<file path="src/rtl/eeprom_seq_pkg.sv">
package eeprom_seq_pkg;

    typedef enum logic [2:0] {
        S_IDLE,
        S_NEXT,
        S_OP,
        S_PROG,
        S_ABORT,
        S_FIN
    } state_t;

    typedef enum logic [1:0] {
        STEP_SELW,
        STEP_LOW,
        STEP_SELR,
        STEP_DATA
    } step_t;

    localparam logic [3:0] FL_READ  = 4'h1;
    localparam logic [3:0] FL_START = 4'h2;
    localparam logic [3:0] FL_STOP  = 4'h4;
    localparam logic [3:0] FL_DACK  = 4'h8;

    localparam logic [3:0] DEV_HI_NIBBLE = 4'hA;
    localparam int         EXT_BITS      = 3;

endpackage

</file>
<file path="src/rtl/eeprom_seq_addr.sv">
module eeprom_seq_addr
    import eeprom_seq_pkg::*;
#(
    parameter int ADDR_W = 11
) (
    input  logic [ADDR_W-1:0] addr_i,
    input  logic [ADDR_W:0]   size_i,
    output logic [7:0]        sel_w_o,
    output logic [7:0]        sel_r_o,
    output logic              last_o,
    output logic              page_end_o
);

    localparam int EXT_W = ADDR_W - 8;

    logic [ADDR_W:0]     mask;
    logic [EXT_BITS-1:0] ext;

    assign mask = size_i - 1'b1;

    // upper address bits that the memory size actually uses go into the select byte
    for (genvar i = 0; i < EXT_BITS; i++) begin : g_ext
        if (i < EXT_W) begin : g_used
            assign ext[i] = addr_i[8+i] & mask[8+i];
        end else begin : g_pad
            assign ext[i] = 1'b0;
        end
    end

    assign sel_w_o    = {DEV_HI_NIBBLE, ext, 1'b0};
    assign sel_r_o    = {DEV_HI_NIBBLE, ext, 1'b1};
    assign last_o     = ({1'b0, addr_i} == mask);
    assign page_end_o = (addr_i[3:0] == 4'hF);

endmodule

</file>
<file path="src/rtl/eeprom_seq_wait.sv">
module eeprom_seq_wait #(
    parameter int WAIT_CYC = 250000
) (
    input  logic clk,
    input  logic rst_n,
    input  logic load_i,
    output logic busy_o
);

    localparam int CNT_W = $clog2(WAIT_CYC + 1);

    logic [CNT_W-1:0] cnt_d, cnt_q;

    always_comb begin
        cnt_d = cnt_q;
        if (load_i) begin
            cnt_d = CNT_W'(WAIT_CYC);
        end else if (cnt_q != '0) begin
            cnt_d = cnt_q - 1'b1;
        end
    end

    always_ff @(posedge clk or negedge rst_n) begin
        if (!rst_n) begin
            cnt_q <= '0;
        end else begin
            cnt_q <= cnt_d;
        end
    end

    assign busy_o = (cnt_q != '0);

    AST_WAIT_ARMS: assert property (@(posedge clk) disable iff (!rst_n)
        load_i |=> busy_o);

    AST_WAIT_IDLE_HOLDS: assert property (@(posedge clk) disable iff (!rst_n)
        (!load_i && !busy_o) |=> !busy_o);

endmodule

</file>
<file path="src/rtl/eeprom_xfer_seq.sv">
module eeprom_xfer_seq
    import eeprom_seq_pkg::*;
#(
    parameter int ADDR_W  = 11,
    parameter int CLK_KHZ = 50000,
    parameter int WAIT_US = 5000
) (
    input  logic              clk,
    input  logic              rst_n,
    input  logic              start_i,
    input  logic              write_mode_i,
    input  logic [ADDR_W:0]   size_i,
    input  logic [7:0]        wr_data_i,
    input  logic              wr_last_i,
    input  logic              wr_valid_i,
    output logic              wr_ready_o,
    output logic [7:0]        rd_data_o,
    output logic              rd_valid_o,
    input  logic              rd_ready_i,
    output logic              op_valid_o,
    output logic [7:0]        op_data_o,
    output logic [3:0]        op_flags_o,
    input  logic              op_done_i,
    input  logic              op_nack_i,
    input  logic [7:0]        op_rdata_i,
    output logic              busy_o,
    output logic              done_o,
    output logic              error_o
);

    localparam int WAIT_CYC = CLK_KHZ * WAIT_US / 1000;

    typedef struct packed {
        state_t          st;
        step_t           step;
        logic            wr;
        logic [ADDR_W:0] size;
        logic [ADDR_W:0] addr;
        logic [7:0]      odata;
        logic [3:0]      oflags;
        logic            exp_nack;
        logic            op_stop;
        logic            ended;
        logic [7:0]      rdata;
        logic            rvalid;
        logic            done;
        logic            err;
    } regs_t;

    regs_t d, q;

    logic [7:0]      sel_w, sel_r;
    logic            at_last, page_end;
    logic            wait_load, wait_busy;
    logic [ADDR_W:0] addr_inc;

    eeprom_seq_addr #(.ADDR_W(ADDR_W)) u_addr (
        .addr_i     (q.addr[ADDR_W-1:0]),
        .size_i     (q.size),
        .sel_w_o    (sel_w),
        .sel_r_o    (sel_r),
        .last_o     (at_last),
        .page_end_o (page_end)
    );

    eeprom_seq_wait #(.WAIT_CYC(WAIT_CYC)) u_wait (
        .clk    (clk),
        .rst_n  (rst_n),
        .load_i (wait_load),
        .busy_o (wait_busy)
    );

    assign addr_inc = q.addr + 1'b1;

    always_comb begin
        d         = q;
        d.done    = 1'b0;
        wait_load = 1'b0;

        if (q.rvalid && rd_ready_i) begin
            d.rvalid = 1'b0;
        end

        case (q.st)
            S_IDLE: begin
                if (start_i) begin
                    d.wr    = write_mode_i;
                    d.size  = size_i;
                    d.addr  = '0;
                    d.step  = STEP_SELW;
                    d.ended = 1'b0;
                    d.err   = 1'b0;
                    d.st    = S_NEXT;
                end
            end

            S_NEXT: begin
                case (q.step)
                    STEP_SELW: begin
                        d.odata    = sel_w;
                        d.oflags   = FL_START;
                        d.exp_nack = 1'b0;
                        d.st       = S_OP;
                    end
                    STEP_LOW: begin
                        d.odata    = q.addr[7:0];
                        d.oflags   = 4'h0;
                        d.exp_nack = 1'b0;
                        d.st       = S_OP;
                    end
                    STEP_SELR: begin
                        d.odata    = sel_r;
                        d.oflags   = FL_START;
                        d.exp_nack = 1'b0;
                        d.st       = S_OP;
                    end
                    default: begin
                        if (q.wr) begin
                            if (wr_valid_i) begin
                                d.odata    = wr_data_i;
                                d.op_stop  = page_end || wr_last_i || at_last;
                                d.ended    = wr_last_i || at_last;
                                d.oflags   = (page_end || wr_last_i || at_last) ? FL_STOP : 4'h0;
                                d.exp_nack = 1'b0;
                                d.st       = S_OP;
                            end
                        end else if (!q.rvalid) begin
                            d.odata    = 8'h00;
                            d.oflags   = at_last ? (FL_READ | FL_STOP) : (FL_READ | FL_DACK);
                            d.exp_nack = at_last;
                            d.st       = S_OP;
                        end
                    end
                endcase
            end

            S_OP: begin
                if (op_done_i) begin
                    if (op_nack_i != q.exp_nack) begin
                        d.err    = 1'b1;
                        d.odata  = 8'h00;
                        d.oflags = FL_READ | FL_STOP;
                        d.st     = S_ABORT;
                    end else begin
                        case (q.step)
                            STEP_SELW: begin
                                d.step = STEP_LOW;
                                d.st   = S_NEXT;
                            end
                            STEP_LOW: begin
                                d.step = q.wr ? STEP_DATA : STEP_SELR;
                                d.st   = S_NEXT;
                            end
                            STEP_SELR: begin
                                d.step = STEP_DATA;
                                d.st   = S_NEXT;
                            end
                            default: begin
                                d.addr = addr_inc;
                                if (q.wr) begin
                                    if (q.op_stop) begin
                                        wait_load = 1'b1;
                                        d.step    = STEP_SELW;
                                        d.st      = S_PROG;
                                    end else begin
                                        d.st = S_NEXT;
                                    end
                                end else begin
                                    d.rdata  = op_rdata_i;
                                    d.rvalid = 1'b1;
                                    if (at_last) begin
                                        d.st = S_FIN;
                                    end else begin
                                        d.step = (addr_inc[7:0] == 8'h00) ? STEP_SELW : STEP_DATA;
                                        d.st   = S_NEXT;
                                    end
                                end
                            end
                        endcase
                    end
                end
            end

            S_PROG: begin
                if (!wait_busy) begin
                    d.st = q.ended ? S_FIN : S_NEXT;
                end
            end

            S_ABORT: begin
                if (op_done_i) begin
                    d.st = S_IDLE;
                end
            end

            S_FIN: begin
                d.done = 1'b1;
                d.st   = S_IDLE;
            end

            default: begin
                d.st = S_IDLE;
            end
        endcase
    end

    always_ff @(posedge clk or negedge rst_n) begin
        if (!rst_n) begin
            q <= '0;
        end else begin
            q <= d;
        end
    end

    assign op_valid_o = (q.st == S_OP) || (q.st == S_ABORT);
    assign op_data_o  = q.odata;
    assign op_flags_o = q.oflags;
    assign wr_ready_o = (q.st == S_NEXT) && (q.step == STEP_DATA) && q.wr;
    assign rd_data_o  = q.rdata;
    assign rd_valid_o = q.rvalid;
    assign busy_o     = (q.st != S_IDLE);
    assign done_o     = q.done;
    assign error_o    = q.err;

    AST_OP_HOLD: assert property (@(posedge clk) disable iff (!rst_n)
        (op_valid_o && !op_done_i) |=> (op_valid_o && $stable(op_data_o) && $stable(op_flags_o)));

    AST_SEL_PREFIX: assert property (@(posedge clk) disable iff (!rst_n)
        ($rose(op_valid_o) && op_flags_o[1]) |-> (op_data_o[7:4] == 4'hA));

    AST_RD_ISSUE_EMPTY: assert property (@(posedge clk) disable iff (!rst_n)
        ($rose(op_valid_o) && op_flags_o[3]) |-> !rd_valid_o);

    AST_QUIET_WAIT: assert property (@(posedge clk) disable iff (!rst_n)
        wait_busy |-> (!op_valid_o && !done_o));

    AST_ERR_STICKY: assert property (@(posedge clk) disable iff (!rst_n)
        (error_o && !start_i) |=> error_o);

    AST_DONE_PULSE: assert property (@(posedge clk) disable iff (!rst_n)
        done_o |=> !done_o);

    AST_DONE_CLEAN: assert property (@(posedge clk) disable iff (!rst_n)
        done_o |-> !error_o);

endmodule

</file>
<file path="config.mk">
export PLATFORM = sky130hd
export DESIGN_NAME = eeprom_xfer_seq
export DESIGN_NICKNAME = d
export VERILOG_FILES = /design/src/rtl/eeprom_seq_pkg.sv /design/src/rtl/eeprom_seq_addr.sv /design/src/rtl/eeprom_seq_wait.sv /design/src/rtl/eeprom_xfer_seq.sv
export SDC_FILE = /design/constraint.sdc
export NUM_CORES = 1
export LEC_CHECK = 0
export BUFFER_PORTS_ARGS = -buffer_cell sky130_fd_sc_hd__buf_2
export CAP_MARGIN = 0
export CORE_UTILIZATION = 52
export CTS_BUF_LIST = sky130_fd_sc_hd__clkbuf_16
export CTS_CLUSTER_SIZE = 10
export DETAILED_ROUTE_END_ITERATION = 10
export GPL_TIMING_DRIVEN = 0
export PLACE_DENSITY = 0.82
export SLEW_MARGIN = 15
export SYNTH_ARGS = -nofsm -noshare
export SYNTH_HDL_FRONTEND = slang
export SYNTH_SLANG_ARGS = --single-unit
export TNS_END_PERCENT = 10
</file>
<file path="constraint.sdc">
create_clock -name clk -period 3.4 [get_ports clk]
set_input_delay 0.34 -clock clk [delete_from_list [all_inputs] [get_ports clk]]
set_output_delay 0.34 -clock clk [all_outputs]
set_load 0.01 [all_outputs]
</file>
==> run metrics, run 1 <==
Rows=32; Min Hold Slack=192 ps; # nets final=575; via count=3655; peak supply drop=307 uV; diode count=0; FMAX=0.292 GHz; Synth Warn #=0; Die Y=92.1 um; fraction of registers with async set/reset=100%; Primary FF master, synth=dfrtp_1; Fin. Hold Viols=0; wire per inst=15.6 um; critical path startpoint category=register; # setup viols final=2; sequential share of the synthesized area=43.3%; CTS tree=built; cell depth of the worst min-delay path=2; skew final=5.31 ps; Tcrit/Tclk final=101%; Max Cap Violations=0; DRC=0; CTS max path bufs=2; die area=8480 um^2; Worst Slack Setup Final=-23.7 ps; P per Cell Area=656 nW/um^2; clock sink count=73; Hold WC Path Type=in2reg; worst-margin pin slew=810 ps; largest net degree at the start of global routing=45; #FFs+latches synth=73; share of cells above drive strength 1=27.4%; syn avg cell area=9.41 um^2; mapped cell area=4220 um^2; Clk Latency, worst-skew pair=340 ps; grt total ovfl=0; WL final=9880 um; io pins=63; fin area=5120 um^2; DP Area=4680 um^2; r2r worst-path depth=10; arrival time of the worst setup path=3640 ps; CORE AREA=7770 um^2; TNS Setup=-43.1 ps; GRT Total Usage=23.8%; library cells used by synthesis=56; First DRT Iteration DRCs=204; area growth from synthesis to layout=21.5%; Period minus WS final=3420 ps; Worst Path Required=3620 ps; DR pass1 iterations=4; Initial Utilization=54.3%; unrepaired setup endpoints after global routing=true; Port Buffer Count=62; Max H-tree Level=3; routability cong.=0.882; Leak=2.25 nW; Clock transition at path regs=60 ps; Root Driver=clkbuf_16; Worst slew margin=45.2%; Post-Synthesis Cells=448; Routed Antenna Nets=0; Max Slew Vio Count=0; CTS buffer count=9; Via density=5.76; CP max FO=6; Net Count, Synth=495; post-DP HPWL=6860 um; Die W=92.1 um; Final Core Density=66.0%; status=finished with violations; violated checks=setup timing; first-pass GRT wire length=15900 um; initial antenna violation count=0; vias in the first global route=3568; Crit Path Class=reg2reg; number of synthesized flops with an enable pin=0; CP Capture Type=register
[report_power, final]
part / switching, W / total, W / internal (W)
registers: 0.000156 / 0.00117 / 0.00102
logic: 0.000650 / 0.00117 / 0.000519
clock network: 0.000377 / 0.00102 / 0.000642
total: 0.00118 / 0.00336 / 0.00218
[sequential cells by signal (all words and copies together), names as in the netlist]
name,cells
op_flags_o,4
op_data_o,8
error_o,1
q,32
u_wait.cnt_q,18
rd_valid_o,1
rd_data_o,8
done_o,1
[through the flow]
stage | setup slack [ps] | instances | power, W
detailed placement | -276 | 613 | 0.00220
global placement | -259 | 612 | 0.00216
global route | -165 | 635 | 0.00353
CTS | 16.3 | 631 | 0.00326
floorplan | 4.28 | 448 | 0.00192
finish | -23.7 | 635 | 0.00336
[final cells by class]
class                      count  area (um^2)
fill                         612         2640
multi-input combinational    316         2160
sequential                    73         1830
timing repair buffer          69          380
buffer                        45          253
clock buffer                   9          225
tap                          102          128
clock inverter                 7         93.8
inverter                      14         52.6
[repair_timing]
action	in CTS	in global routing
buffers inserted	1	4
endpoints found under the setup margin	5	5
pin swaps	2	7
cloned	0	0
gates resized for setup	4	12
endpoints found under the hold margin	29	0
hold buffers	1	0
[Yosys cell counts (2+ instances only)]
master | number | area share [%]
nor4_1 | 5 | 0.74
ha_1 | 10 | 3.0
a31oi_1 | 2 | 0.30
xor2_1 | 17 | 3.5
buf_2 | 2 | 0.24
nand2_1 | 41 | 3.6
nand2b_1 | 4 | 0.59
buf_4 | 20 | 3.6
nor3_2 | 2 | 0.47
nand3_1 | 17 | 2.0
o31ai_1 | 8 | 1.4
nand3b_1 | 3 | 0.53
clkbuf_1 | 23 | 2.0
dfrtp_1 | 73 | 43
nor4b_1 | 2 | 0.42
nand4_1 | 5 | 0.74
or4_1 | 7 | 1.2
a22oi_1 | 4 | 0.71
nor2_1 | 37 | 3.3
and3_1 | 6 | 0.89
o21ai_1 | 3 | 0.36
a21o_1 | 5 | 0.89
nor2b_1 | 4 | 0.59
o21ai_0 | 19 | 2.3
a21oi_1 | 20 | 2.4
nor3_1 | 11 | 1.3
a32oi_1 | 2 | 0.42
mux2_2 | 20 | 5.3
mux2i_1 | 2 | 0.47
and4_1 | 2 | 0.42
nor3b_1 | 4 | 0.71
a2111oi_0 | 4 | 0.83
mux2_1 | 2 | 0.53
inv_1 | 14 | 1.2
xnor2_1 | 18 | 3.7
or2_2 | 2 | 0.30
or3_1 | 8 | 1.2
o41ai_1 | 2 | 0.42
[layout by cell type (no fill, tap or decap), drive strengths merged, types with 3 or more instances in the layout]
master / Yosys / routed
buf: 22 / 90
dfrtp: 73 / 73
nand2: 41 / 41
nor2: 37 / 37
clkbuf: 23 / 32
o21ai: 23 / 23
mux2: 22 / 22
a21oi: 20 / 20
xnor2: 18 / 18
xor2: 17 / 17
nand3: 17 / 17
inv: 14 / 15
nor3: 13 / 13
ha: 10 / 10
or3: 8 / 8
o31ai: 8 / 8
or4: 7 / 7
and3: 6 / 6
nand4: 5 / 5
a21o: 5 / 5
nor4: 5 / 5
a22oi: 4 / 4
nand2b: 4 / 4
a2111oi: 4 / 4
nor2b: 4 / 4
nor3b: 4 / 4
nand3b: 3 / 3
and4: 3 / 3
clkinv: 0 / 3
[worst max-delay path, stage by stage, from the launching register on]
cell and delay [ps]:
dfrtp_1 390, or4_1 540, buf_6 160, nor3b_2 190
xor2_1 200, ha_1 260, or4_4 550, nor4_4 270
o2111ai_4 160, o21ai_2 260, mux2_4 320
[worst paths after layout]
kind                               from                to  slack (ps)
max                               q[43]             q[52]         -20
min                          rd_ready_i        rd_valid_o         190
max reg2reg                       q[43]             q[52]         -20
min reg2reg                op_data_o[5]      op_data_o[5]         480
max in group asynchronous         rst_n             q[42]        2360
min in group asynchronous         rst_n  u_wait.cnt_q[11]         480
[cell families after synthesis]
| group | Yosys count | share of synthesized area (%) |
|---|---|---|
| compound gates | 82 | 12.9 |
| xor+xnor | 35 | 7.27 |
| fa+ha+maj | 10 | 2.97 |
| buf+inv | 59 | 7.09 |
| flops | 73 | 43.3 |
| mux | 24 | 6.35 |
| simple gates | 165 | 20.1 |
[routing by layer]
metal | GRT usage (%) | share of wire [%]
met1 | 29.0 | 42
met2 | 41.4 | 50
met3 | 4.56 | 5.3
met4 | 9.64 | 2.5
met5 | 0 | 0
Note: power is estimated with default switching activity, not from simulation.
==> inputs of run 2 (changes only) <==
--- a/config.mk
+++ b/config.mk
@@ -7,12 +7,13 @@
 export LEC_CHECK = 0
 export BUFFER_PORTS_ARGS = -buffer_cell sky130_fd_sc_hd__buf_2
 export CAP_MARGIN = 0
-export CORE_UTILIZATION = 52
+export CORE_UTILIZATION = 59
 export CTS_BUF_LIST = sky130_fd_sc_hd__clkbuf_16
 export CTS_CLUSTER_SIZE = 10
 export DETAILED_ROUTE_END_ITERATION = 10
 export GPL_TIMING_DRIVEN = 0
-export PLACE_DENSITY = 0.82
+export MAX_ROUTING_LAYER = met4
+export PLACE_DENSITY = 0.87
 export SLEW_MARGIN = 15
 export SYNTH_ARGS = -nofsm -noshare
 export SYNTH_HDL_FRONTEND = slang
==> constraint.sdc (replaced) <==
create_clock -name clk -period 4.4 [get_ports clk]
set_input_delay 0.44 -clock clk [delete_from_list [all_inputs] [get_ports clk]]
set_output_delay 0.44 -clock clk [all_outputs]
set_load 0.01 [all_outputs]
==> run metrics, run 2 (synthesis gave the netlist of run 1 again) <==
worst-margin pin slew=838 ps (+27.7 ps); Period minus WS final=4070 ps (+645 ps); die area=7490 um^2 (-12%); GRT Total Usage=29.8% (+6.0 points); critical path startpoint category=register; Routed Antenna Nets=0 (unchanged); First DRT Iteration DRCs=391 (+92%); Tcrit/Tclk final=92.5% (-8.2 points); Hold WC Path Type=in2async; Final Core Density=72.7% (+6.7 points); register area=1830 um^2 (about the same); CORE AREA=6830 um^2 (-12%); post-DP HPWL=7110 um (+3.6%); Die W=86.6 um (-6.0%); Regs by FF count=q x32, u_wait.cnt_q x18; fillers=509 (-17%); Largest delay share family, worst path=simple AND/OR/NAND/NOR gates; peak supply drop=426 uV (+39%); Max Cap Violations=0 (unchanged); Crit Path Class=reg2reg; # setup viols final=0 (-2); Largest register FFs=32 (unchanged); Leak=2.18 nW (-3.1%); unrepaired setup endpoints after global routing=false; dpl ws=440 ps (+716 ps); PostCTS Resize Cnt=0 (-4); worst path buffer plus inverter count=1 (unchanged); Root Driver=clkbuf_16; Via density=5.91 (+2.7%); Cell Count, Final, Fillers Out=623 (-1.9%); TNS Setup=0 ps (+43.1 ps); Worst Slack Setup Final=331 ps (+355 ps); grt total ovfl=0 (unchanged); Largest Register=q; Rows=30 (-6.3%); area growth from synthesis to layout=17.8%; arrival time of the worst setup path=4280 ps (+640 ps); Worst Path Required=4610 ps (+990 ps); Clk Latency, worst-skew pair=340 ps (about the same); Fin. Hold Viols=0 (unchanged); first-pass GRT wire length=16700 um (+4.8%); Max Slew Vio Count=0 (unchanged); P per Cell Area=493 nW/um^2 (-25%); clock sink count=73 (unchanged); most frequent cells in the layout=73 x dfrtp_1, 63 x buf_2, 41 x nand2_1, 37 x nor2_1, 23 x clkbuf_1; CP max stage delay=570 ps (+20 ps); cts hold-fix bufs=0 (-1); FMAX=0.246 GHz (-16%); initial antenna violation count=0 (unchanged); routability cong.=0.951 (+7.9%); CP max FO=7 (+1); Initial Utilization=61.7% (+7.4 points); vias in the first global route=3502 (-1.8%); share of cells above drive strength 1=24.5% (-2.9 points); Worst slew margin=43.3% (-1.9 points); CTS buffer count=9 (unchanged); io pins=63 (unchanged); area of the multi-input gates=2090 um^2 (-3.4%); Max H-tree Level=3 (unchanged); WL final=10000 um (+1.5%); crit path cell chain=or4_1, buf_2, nor4_1, xor2_1, ha_1, or4_1, nor4_1, o2111ai_4, o21ai_2, mux2_1; most common cell after layout, fill and taps aside=dfrtp_1; skew final=10.2 ps (+4.91 ps); CP Capture Type=register; status=complete, no violations; Die Y=86.6 um (-6.0%); Clock transition at path regs=60 ps (about the same); DR pass1 iterations=5 (+1); fin area=4970 um^2 (-3.1%); CP max stage cell=nor4_1; DRC=0 (unchanged); via count=3683 (+0.77%); diode count=0 (unchanged); placed cells=607 (-0.98%); CTS max path bufs=2 (unchanged); wire per inst=16.1 um (+3.4%); CTS tree=built; largest net degree at the start of global routing=44 (-2.2%); # nets final=569 (-1.0%); # Post-CTS Setup Buffers=0 (-1); Port Buffer Count=62 (unchanged); DP Area=4670 um^2 (-0.29%)
[run 2: cell count changes in the layout (fill, tap and decap cells not counted), moves of 2 or more]
cell	change
buf_4	-5
clkinvlp_4	+3
mux2_1	+2
mux2_4	-2
nor4_1	+3
nor4_4	-2
[run 2: worst paths after layout]
path / start / endpoint / slack (ps) / cells past startpoint
worst min register to register: op_data_o[7] / op_data_o[7] / 480 / 1
max in group asynchronous: rst_n / q[31] / 3800 / 2
worst max register to register: q[44] / q[52] / 330 / 10
min in group clk: rd_ready_i / rd_valid_o / 300 / 2
worst max-delay path: q[44] / q[52] / 330 / 10
worst min-delay path: rst_n / op_data_o[2] / 30 / 1
[run 2: power by group]
group | internal (W) | total [W] | switching [W]
clock | 0.000437 | 0.000725 | 0.000288
sequential | 0.000785 | 0.000905 | 0.000120
combinational | 0.000355 | 0.000818 | 0.000463
[run 2: worst register-to-register path, cell delays in order (launching register included)]
cell	delay (ps)
dfrtp_1	410
or4_1	520
buf_2	170
nor4_1	330
xor2_1	240
ha_1	260
or4_1	530
nor4_1	570
o2111ai_4	330
o21ai_2	260
mux2_1	340
[run 2: area by class of cell]
| cell class | instances | area share [%] |
|---|---|---|
| plain buffers | 45 | 4.96 |
| clock buffers | 9 | 4.53 |
| clock inverters | 7 | 1.46 |
| inverters | 14 | 1.06 |
| multi-input cells | 316 | 42.1 |
| flip-flops and latches | 73 | 36.8 |
| well taps | 96 | 2.42 |
| repair buffers | 63 | 6.70 |
[run 2: per-stage QoR]
step	hold WS [ps]	total power [W]
after floorplan	144	0.00147
after global placement	464	0.00166
after detailed placement	398	0.00170
after CTS	50.6	0.00244
after global routing	73.2	0.00257
final	31.9	0.00245
[run 2: metal layers]
| layer | part of all wire, % | routed length [um] | up-vias | track usage [%] |
|---|---|---|---|---|
| li1 | - | - | 1711 | - |
| met1 | 42 | 4210 | 1780 | 37.8 |
| met2 | 50 | 5000 | 165 | 48.3 |
| met3 | 5.7 | 570 | 27 | 3.71 |
| met4 | 2.5 | 250 | 0 | 13.2 |
| met5 | 0 | 0 | - | - |
